<file path="src/rtl/cntdn_pkg.sv">
package cntdn_pkg;
  localparam int SEL_W = 2;

  typedef enum logic [SEL_W-1:0] {
    SEL_CDOWN = 2'd0,
    SEL_DLINE = 2'd1,
    SEL_CTRL  = 2'd2,
    SEL_COUNT = 2'd3
  } reg_sel_e;

  localparam int CTL_EN   = 0;
  localparam int CTL_MASK = 1;
  localparam int CTL_STAT = 2;
  localparam int CTL_W    = 3;
endpackage

</file>
<file path="src/rtl/cntdn_sysctr.sv">
module cntdn_sysctr #(
  parameter int CNT_W = 64
) (
  input  logic             clk,
  input  logic             rst_n,
  input  logic             tick_i,
  output logic [CNT_W-1:0] cnt_o,
  output logic [CNT_W-1:0] cnt_nxt_o
);
  logic [CNT_W-1:0] cnt_q;
  logic [CNT_W-1:0] cnt_d;

  always_comb begin
    cnt_d = cnt_q;
    if (tick_i) cnt_d = cnt_q + {{(CNT_W-1){1'b0}}, 1'b1};
  end

  always_ff @(posedge clk or negedge rst_n) begin
    if (!rst_n)      cnt_q <= '0;
    else if (tick_i) cnt_q <= cnt_d;
  end

  assign cnt_o     = cnt_q;
  assign cnt_nxt_o = cnt_d;
endmodule

</file>
<file path="src/rtl/cntdn_down.sv">
module cntdn_down #(
  parameter int CD_W = 32
) (
  input  logic            clk,
  input  logic            rst_n,
  input  logic            tick_i,
  input  logic            ld_rel_i,
  input  logic            ld_abs_i,
  input  logic [CD_W-1:0] wr_val_i,
  input  logic [CD_W-1:0] cnt_nxt_lo_i,
  output logic [CD_W-1:0] cd_o,
  output logic            fire_o
);
  logic [CD_W-1:0] cd_q;
  logic [CD_W-1:0] cd_d;
  logic            cd_upd;

  always_comb begin
    cd_d = cd_q;
    if (ld_abs_i)      cd_d = wr_val_i - cnt_nxt_lo_i;
    else if (ld_rel_i) cd_d = wr_val_i;
    else if (tick_i)   cd_d = cd_q - {{(CD_W-1){1'b0}}, 1'b1};
  end

  assign cd_upd = ld_abs_i | ld_rel_i | tick_i;

  always_ff @(posedge clk or negedge rst_n) begin
    if (!rst_n)      cd_q <= '0;
    else if (cd_upd) cd_q <= cd_d;
  end

  assign cd_o   = cd_q;
  assign fire_o = cd_q[CD_W-1] | (cd_q == '0);
endmodule

</file>
<file path="src/rtl/cntdn_ctrl.sv">
module cntdn_ctrl (
  input  logic       clk,
  input  logic       rst_n,
  input  logic       wr_i,
  input  logic [1:0] wr_bits_i,
  input  logic       fire_i,
  output logic       en_o,
  output logic       mask_o,
  output logic       stat_o,
  output logic       irq_o
);
  logic en_q, mask_q;
  logic en_d, mask_d;

  always_comb begin
    en_d   = en_q;
    mask_d = mask_q;
    if (wr_i) begin
      en_d   = wr_bits_i[0];
      mask_d = wr_bits_i[1];
    end
  end

  always_ff @(posedge clk or negedge rst_n) begin
    if (!rst_n) begin
      en_q   <= 1'b0;
      mask_q <= 1'b0;
    end else if (wr_i) begin
      en_q   <= en_d;
      mask_q <= mask_d;
    end
  end

  assign en_o   = en_q;
  assign mask_o = mask_q;
  assign stat_o = en_q & fire_i;
  assign irq_o  = stat_o & ~mask_q;
endmodule

</file>
<file path="src/rtl/cntdn_timer.sv">
module cntdn_timer
  import cntdn_pkg::*;
#(
  parameter int CNT_W = 64,
  parameter int CD_W  = 32
) (
  input  logic             clk,
  input  logic             rst_n,
  input  logic             tick_i,
  input  logic             wr_en_i,
  input  logic [SEL_W-1:0] wr_addr_i,
  input  logic [CNT_W-1:0] wr_data_i,
  input  logic [SEL_W-1:0] rd_addr_i,
  output logic [CNT_W-1:0] rd_data_o,
  output logic             irq_o
);
  logic [CNT_W-1:0] cnt_q;
  logic [CNT_W-1:0] cnt_nxt;
  logic [CD_W-1:0]  cd_q;
  logic [CNT_W-1:0] cd_sext;
  logic [CNT_W-1:0] cd_zext;
  logic             fire;
  logic             ctl_en, ctl_mask, ctl_stat;
  logic             wr_cd, wr_dl, wr_ctl;
  logic [CTL_W-1:0] ctl_rd;

  assign wr_cd  = wr_en_i && (wr_addr_i == SEL_CDOWN);
  assign wr_dl  = wr_en_i && (wr_addr_i == SEL_DLINE);
  assign wr_ctl = wr_en_i && (wr_addr_i == SEL_CTRL);

  cntdn_sysctr #(.CNT_W(CNT_W)) u_ctr (
    .clk       (clk),
    .rst_n     (rst_n),
    .tick_i    (tick_i),
    .cnt_o     (cnt_q),
    .cnt_nxt_o (cnt_nxt)
  );

  cntdn_down #(.CD_W(CD_W)) u_down (
    .clk          (clk),
    .rst_n        (rst_n),
    .tick_i       (tick_i),
    .ld_rel_i     (wr_cd),
    .ld_abs_i     (wr_dl),
    .wr_val_i     (wr_data_i[CD_W-1:0]),
    .cnt_nxt_lo_i (cnt_nxt[CD_W-1:0]),
    .cd_o         (cd_q),
    .fire_o       (fire)
  );

  cntdn_ctrl u_ctl (
    .clk       (clk),
    .rst_n     (rst_n),
    .wr_i      (wr_ctl),
    .wr_bits_i (wr_data_i[1:0]),
    .fire_i    (fire),
    .en_o      (ctl_en),
    .mask_o    (ctl_mask),
    .stat_o    (ctl_stat),
    .irq_o     (irq_o)
  );

  generate
    if (CNT_W > CD_W) begin : g_ext
      logic unused_hi;
      assign cd_sext   = {{(CNT_W-CD_W){cd_q[CD_W-1]}}, cd_q};
      assign cd_zext   = {{(CNT_W-CD_W){1'b0}}, cd_q};
      assign unused_hi = ^{wr_data_i[CNT_W-1:CD_W], cnt_nxt[CNT_W-1:CD_W]};
    end else begin : g_trunc
      assign cd_sext = cd_q[CNT_W-1:0];
      assign cd_zext = cd_q[CNT_W-1:0];
    end
  endgenerate

  always_comb begin
    ctl_rd           = '0;
    ctl_rd[CTL_EN]   = ctl_en;
    ctl_rd[CTL_MASK] = ctl_mask;
    ctl_rd[CTL_STAT] = ctl_stat;
  end

  always_comb begin
    unique case (reg_sel_e'(rd_addr_i))
      SEL_CDOWN: rd_data_o = cd_zext;
      SEL_DLINE: rd_data_o = cnt_q + cd_sext;
      SEL_CTRL:  rd_data_o = {{(CNT_W-CTL_W){1'b0}}, ctl_rd};
      default:   rd_data_o = cnt_q;
    endcase
  end
endmodule

</file>
<file path="config.mk">
export PLATFORM = sky130hd
export DESIGN_NAME = cntdn_timer
export DESIGN_NICKNAME = d
export VERILOG_FILES = /design/src/rtl/cntdn_pkg.sv /design/src/rtl/cntdn_sysctr.sv /design/src/rtl/cntdn_down.sv /design/src/rtl/cntdn_ctrl.sv /design/src/rtl/cntdn_timer.sv
export SDC_FILE = /design/constraint.sdc
export NUM_CORES = 1
export LEC_CHECK = 0
export BUFFER_PORTS_ARGS = -buffer_cell sky130_fd_sc_hd__clkbuf_2
export CAP_MARGIN = 20
export CORE_MARGIN = 4
export CORE_UTILIZATION = 56
export DETAILED_ROUTE_END_ITERATION = 6
export PLACE_DENSITY = 0.77
export SLEW_MARGIN = 30
export SYNTH_ARGS = -nofsm -noshare
export SYNTH_HDL_FRONTEND = slang
export SYNTH_SLANG_ARGS = --single-unit
</file>
<file path="constraint.sdc">
create_clock -name clk -period 10.9 [get_ports clk]
set_input_delay 2.18 -clock clk [delete_from_list [all_inputs] [get_ports clk]]
set_output_delay 2.18 -clock clk [all_outputs]
set_load 0.01 [all_outputs]
</file>
; Word level (Yosys, flattened, before mapping)
; Cells that the tools add are included.
[word_totals]
memories = 0
register_bits = 98
rom_bits = 0
latchBits = 0
inputBits = 72
ram_bits = 0
output_inout_bits = 65
elab_cells = 31
[op_classes]
n_mux = 5
n_eq_ne = 4
multipliers = 0
div_mod_pow = 0
n_reduce_logical = 8
magnitude_cmp = 0
n_shift = 0
add_sub_neg = 4
bitwise = 6
[ops]
columns = operator, count
row1 = $pmux W64 S3, 1
row2 = $mux W32, 4
row3 = $add A64 B1 Y64 const B, 1
row4 = $add A64 B64 Y64, 1
row5 = $logic_not A32 Y1, 1
row6 = $sub A32 B1 Y32 const B, 1
row7 = $sub A32 B32 Y32, 1
row8 = $eq A2 B1 Y1 const B, 2
row9 = $eq A2 B2 Y1 const B, 2
row10 = $logic_not A2 Y1, 2
row11 = $logic_and A1 B1 Y1, 3
row12 = $or A1 B1 Y1, 3
row13 = $reduce_bool A3 Y1, 1
row14 = $and A1 B1 Y1, 2
row15 = $reduce_and A2 Y1, 1
row16 = $not A1 Y1, 1

; Depth between registers and ports, before layout
[logic_depth]
depth_word = 5
ltp_mapped = 21
mapped_depth_nobuf = 20

; By module
; A second synthesis with hierarchy kept.
[unflattened]
cells_unflattened = 1646
area_unflattened_um2 = 12724.7
[by_module_without_submodules]
columns = module, seq_area_each_um2, cells_each, n_inst, area_each_um2
row1 = cntdn_timer, 0.0, 781, 1, 4959.8
row2 = cntdn_down, 800.8, 510, 1, 3927.5
row3 = cntdn_sysctr, 1601.5, 349, 1, 3749.8
row4 = cntdn_ctrl, 50.0, 6, 1, 87.6

; Least setup slack after synthesis
; No wires, ideal clock.
[synth_timing]
path_type = input port to flip-flop
from = input tick_i
to = register u_down.cd_q[31], in the netlist u_down.cd_o[31]
required_ns = 10.776
arrival_ns = 6.121
setup_ns = 0.124
path_stages = 19
setup_slack_ns = 4.655
path_buffers = 1
path_cell_list = buf_1 > nand2_1 > xnor2_1 > inv_1 > ha_1 > o21a_1 > o31ai_1 > a221oi_1 > o21ai_0 > a221oi_2 > nor4bb_2 > o31ai_4 > a41oi_2 > o311a_1 > o211a_1 > o31ai_2 > a221o_1 > nor4b_1 > a211o_1
[synth_between]
elab_chain_len = 3
[synth_rtl]
columns = item, line
row1 = start: declaration, cntdn_timer.sv:9  ; input logic tick_i,
row2 = $mux W32, cntdn_sysctr.sv:15  ; if (tick_i) cnt_d = cnt_q + {{(CNT_W-1){1'b0}}, 1'b1};
row3 = $sub A32 B32 Y32, cntdn_down.sv:20  ; if (ld_abs_i) cd_d = wr_val_i - cnt_nxt_lo_i;
row4 = $mux W32, cntdn_down.sv:20
row5 = end signal: assignment, cntdn_down.sv:28  ; if (!rst_n) cd_q <= '0;
row6 = end signal: assignment, cntdn_down.sv:29  ; else if (cd_upd) cd_q <= cd_d;
row7 = end: declaration, cntdn_down.sv:14  ; logic [CD_W-1:0] cd_q;
; Parallel ways exist; a longest one is shown, timed or not.
; A chain may end at the register's enable or synchronous reset.

; Worst setup path after layout
[layout_timing]
from = register u_ctr.cnt_q[0], in the netlist u_ctr.cnt_o[0]
to = output rd_data_o[62]
[layout_between]
elab_chain_len = 2
[layout_rtl]
columns = item, line
row1 = start: declaration, cntdn_sysctr.sv:10  ; logic [CNT_W-1:0] cnt_q;
row2 = start signal: assignment, cntdn_sysctr.sv:20  ; else if (tick_i) cnt_q <= cnt_d;
row3 = $add A64 B64 Y64, cntdn_timer.sv:85  ; SEL_DLINE: rd_data_o = cnt_q + cd_sext;
row4 = $pmux W64 S3, cntdn_timer.sv:83  ; unique case (reg_sel_e'(rd_addr_i))
row5 = end: declaration, cntdn_timer.sv:14  ; output logic [CNT_W-1:0] rd_data_o,
; Every way passes these cells.

==> results.md <==
* Status: finished clean
* Met2 WL post-DR at 14400 um
* Max Root-Sink Buffers at 2
* Yosys warning total at 0
* Via count at roughly 11000
* DR WL/cell at 17.2 um
* Final hold violations at 0
* H-tree levels at 3
* Leading area contributor after synthesis: dfrtp_1
* Fill cells at approximately 1800
* Remaining Overflow, GRT at 0
* Worst Tran Pin Value at just over 800 ps
* Crit share post-route at 0.704
* Reg2Reg Setup Slack at 5410 ps
* Critical Path Fanout Max at 7
* Final net count at 1685
* Max-cap violations at 0
* Crit path launch: u_ctr.cnt_o[0]$_DFFE_PN0P_
* Min cycle time layout at 7670 ps
* Setup crit end: rd_data_o[62]
* R2r startpoint: u_ctr.cnt_o[0]$_DFFE_PN0P_
* Post-route met1 wirelength at around 14000 um
* First-pass GRT wire length at 51100 um
* Gpl congestion at about 0.94
* Routed wl met3 at 1630 um
* Placed cell count at 1787
* IO buf count at 104
* Drt first pass iters at 5
* Sink Count at 98
* Pleak at 0.00589 uW
* Layout area overhead at 9.14%
* Post-synthesis xor/xnor area fraction at 0.159
* Syn_area_per_cell at between 7 and 8 um^2
* Post-DP HPWL at 24000 um
* Setup Viol. Count Final at 0
* Die width at 151 um
* Row cnt at 51
* Post-CTS Resized at 0
* Area contributors post-synth: dfrtp_1 (22%), xnor2_1 (8.8%), ha_1 (8.6%), xor2_1 (6.2%), nand2_1 (6.2%)
* I/O Pins at 137
* Commonest non-fill, non-tap cell in the layout: nand2_1
* Area occupied by multi-input gates at between 8000 and 9000 um^2
* Total core area at between 15000 and 20000 um^2
* Async SR Flop Fraction at 1.00
* Number of flops mapped to enable cells by yosys at 0
* Setup ws final at 3230 ps
* Top_reg_cell synth: dfrtp_1
* Final Util at 0.631
* Mapped Area at 11400 um^2
* Initial DRC count at 814
* Critical path class: flop to output port
* Starting density of the core at 0.578
* Syn_nets at 1620
* Compound-Gate Fraction of Synth Area at 0.228
* Leading cell types in the layout, fill and taps excluded: nand2_1 (188), o21ai_0 (119), xnor2_1 (114)
* Synth unique cells at between 80 and 90
* Die Ht at 151 um
* DR vias/cell at 6.04
* Layout Skew at 7.82 ps
* Cells after Synth at 1468
* Largest net degree at the start of global routing at 107
* Vias in the first global route at 10300
* Reg2reg end: u_down.cd_o[31]$_DFFE_PN0P_
* Reg2Reg Depth at 19
* Final antenna-violating net count at 0
* Unrepaired setup endpoints after global routing: false
* Post-synth top area share at 0.215
* Worst skew pair latency at 360 ps
* Clock buffer count from CTS at 9
* Antenna fix cells at 0
* Fin. max-slew vios at 0
* Layout cells sized above 1 at 0.108
* Critical Path AT at around 5500 ps
* Cts-stage hold buffer count at 0
* Pre-CTS setup slack at 3670 ps
* CP Launch Type: flop
* Post-Synth Simple-Gate Area at 0.234
* Yosys reg bits at 98
* CTS tree: done
* Crit. End Element: output port
* Root Buffer: clkbuf_16
* Post-CTS Setup Bufs at 0
* Slew HR at 0.441
* WP data required at 8720 ps
* HP Class: flop to flop
* DRC Markers at 0
* Main combinational cell family by area after synthesis: simple AND/OR/NAND/NOR gates
* DIE AREA at 22700 um^2
* Post-synthesis sequential area ratio at 0.215
* Initial antenna violation count at 0
* PD cells at approximately 120 nW/um^2
* Post-Synth Adder-Cell Area at 0.100
* Register area at roughly 2500 um^2
* Clock Pin Slew Worst Setup and Hold Paths at 70 ps
* Tot GR Track Use at 0.276
* Setup_tns at 0 ps
* Mux contribution to synthesized area at 0.0214
* Non-Filler Instances at 1803
* Worst vdd ir at approximately 160 uV
* FMAX at 0.130 GHz
* Drt total wl at 31000 um
* Highest Signal Layer: met4
## how the worst min path moves through the flow
stage / startpoint / endpoint / cells past startpoint
after floorplan: u_ctr.cnt_o[63]$_DFFE_PN0P_ / u_ctr.cnt_o[63]$_DFFE_PN0P_ / 1
after global placement: u_ctl.en_o$_DFFE_PN0P_ / u_ctl.en_o$_DFFE_PN0P_ / 2
after detailed placement: u_ctr.cnt_o[49]$_DFFE_PN0P_ / u_ctr.cnt_o[49]$_DFFE_PN0P_ / 1
after CTS: u_ctr.cnt_o[54]$_DFFE_PN0P_ / u_ctr.cnt_o[54]$_DFFE_PN0P_ / 1
after global routing: u_ctr.cnt_o[54]$_DFFE_PN0P_ / u_ctr.cnt_o[54]$_DFFE_PN0P_ / 1
final: u_ctr.cnt_o[49]$_DFFE_PN0P_ / u_ctr.cnt_o[49]$_DFFE_PN0P_ / 1
## power by group
part	switching, uW	internal, uW
sequential	70.2	403
clock	152	210
combinational	400	300
## layer usage
layer,track usage,vias to the layer above
met5,0,-
met4,0.0852,0
met3,0.0271,43
met2,0.452,319
met1,0.388,5138
li1,-,5392
## cells by family (layout without fill, tap and decap cells)
logic type / after synthesis / in the layout
AND/OR/NAND/NOR: 537 / 537
AO/OA/AOI/OAI: 394 / 394
XOR/XNOR: 200 / 200
buffers and inverters: 127 / 197
flip-flops: 98 / 98
adder cells (fa/ha/maj): 92 / 92
multiplexers: 20 / 20
## synthesized netlist by cell type, types with 11 or more instances
| cell type | count |
|---|---|
| nor4_1 | 15 |
| a21oi_1 | 81 |
| clkbuf_1 | 48 |
| dfrtp_1 | 98 |
| inv_1 | 68 |
| o21ai_0 | 119 |
| mux2i_1 | 12 |
| a22o_1 | 32 |
| and3_1 | 24 |
| nand2_1 | 188 |
| nor2b_1 | 19 |
| and2_1 | 26 |
| a211oi_1 | 11 |
| nor3_1 | 31 |
| nand2b_1 | 21 |
| nor2_1 | 89 |
| o21bai_1 | 11 |
| ha_1 | 78 |
| xor2_1 | 81 |
| o21a_1 | 12 |
| nand4_1 | 28 |
| xnor2_1 | 114 |
| nand3_1 | 50 |
| a21o_1 | 48 |
## flip-flops by register name, indices dropped and copies added, names as in the netlist
name	flops
u_ctr.cnt_o	64
u_ctl.en_o	1
u_down.cd_o	32
u_ctl.mask_o	1
## cell type report
type,count,share of cell area
Sequential cell,98,0.197
Inverter,69,0.0208
Timing Repair Buffer,112,0.0474
Clock buffer,10,0.0192
Clock inverter,6,0.00775
Multi-Input combinational cell,1243,0.681
Tap cell,265,0.0267
## critical path: stages, from the launching register on
cell and delay [ps]:
dfrtp_1 510, ha_1 230, inv_1 60, fa_1 410, nor2b_1 160, o21ai_0 110, a21boi_0 290, o21ai_0 160
a2111oi_0 780, o31ai_1 210, nand3_1 270, a21oi_1 200, o21ai_0 420, a211oi_1 210, a21oi_1 430, a21oi_1 160
a21bo_2 230, o21ai_0 140, clkbuf_2 150
## per-stage QoR
stage	area (um^2)	power (uW)	hold WS [ps]
floorplan	11400	980	459
global route	12400	1650	542
CTS	12400	1530	536
detailed placement	12100	1170	520
global placement	12100	1150	512
finish	12400	1540	537
No activity file was read; power rests on OpenSTA's default activity.
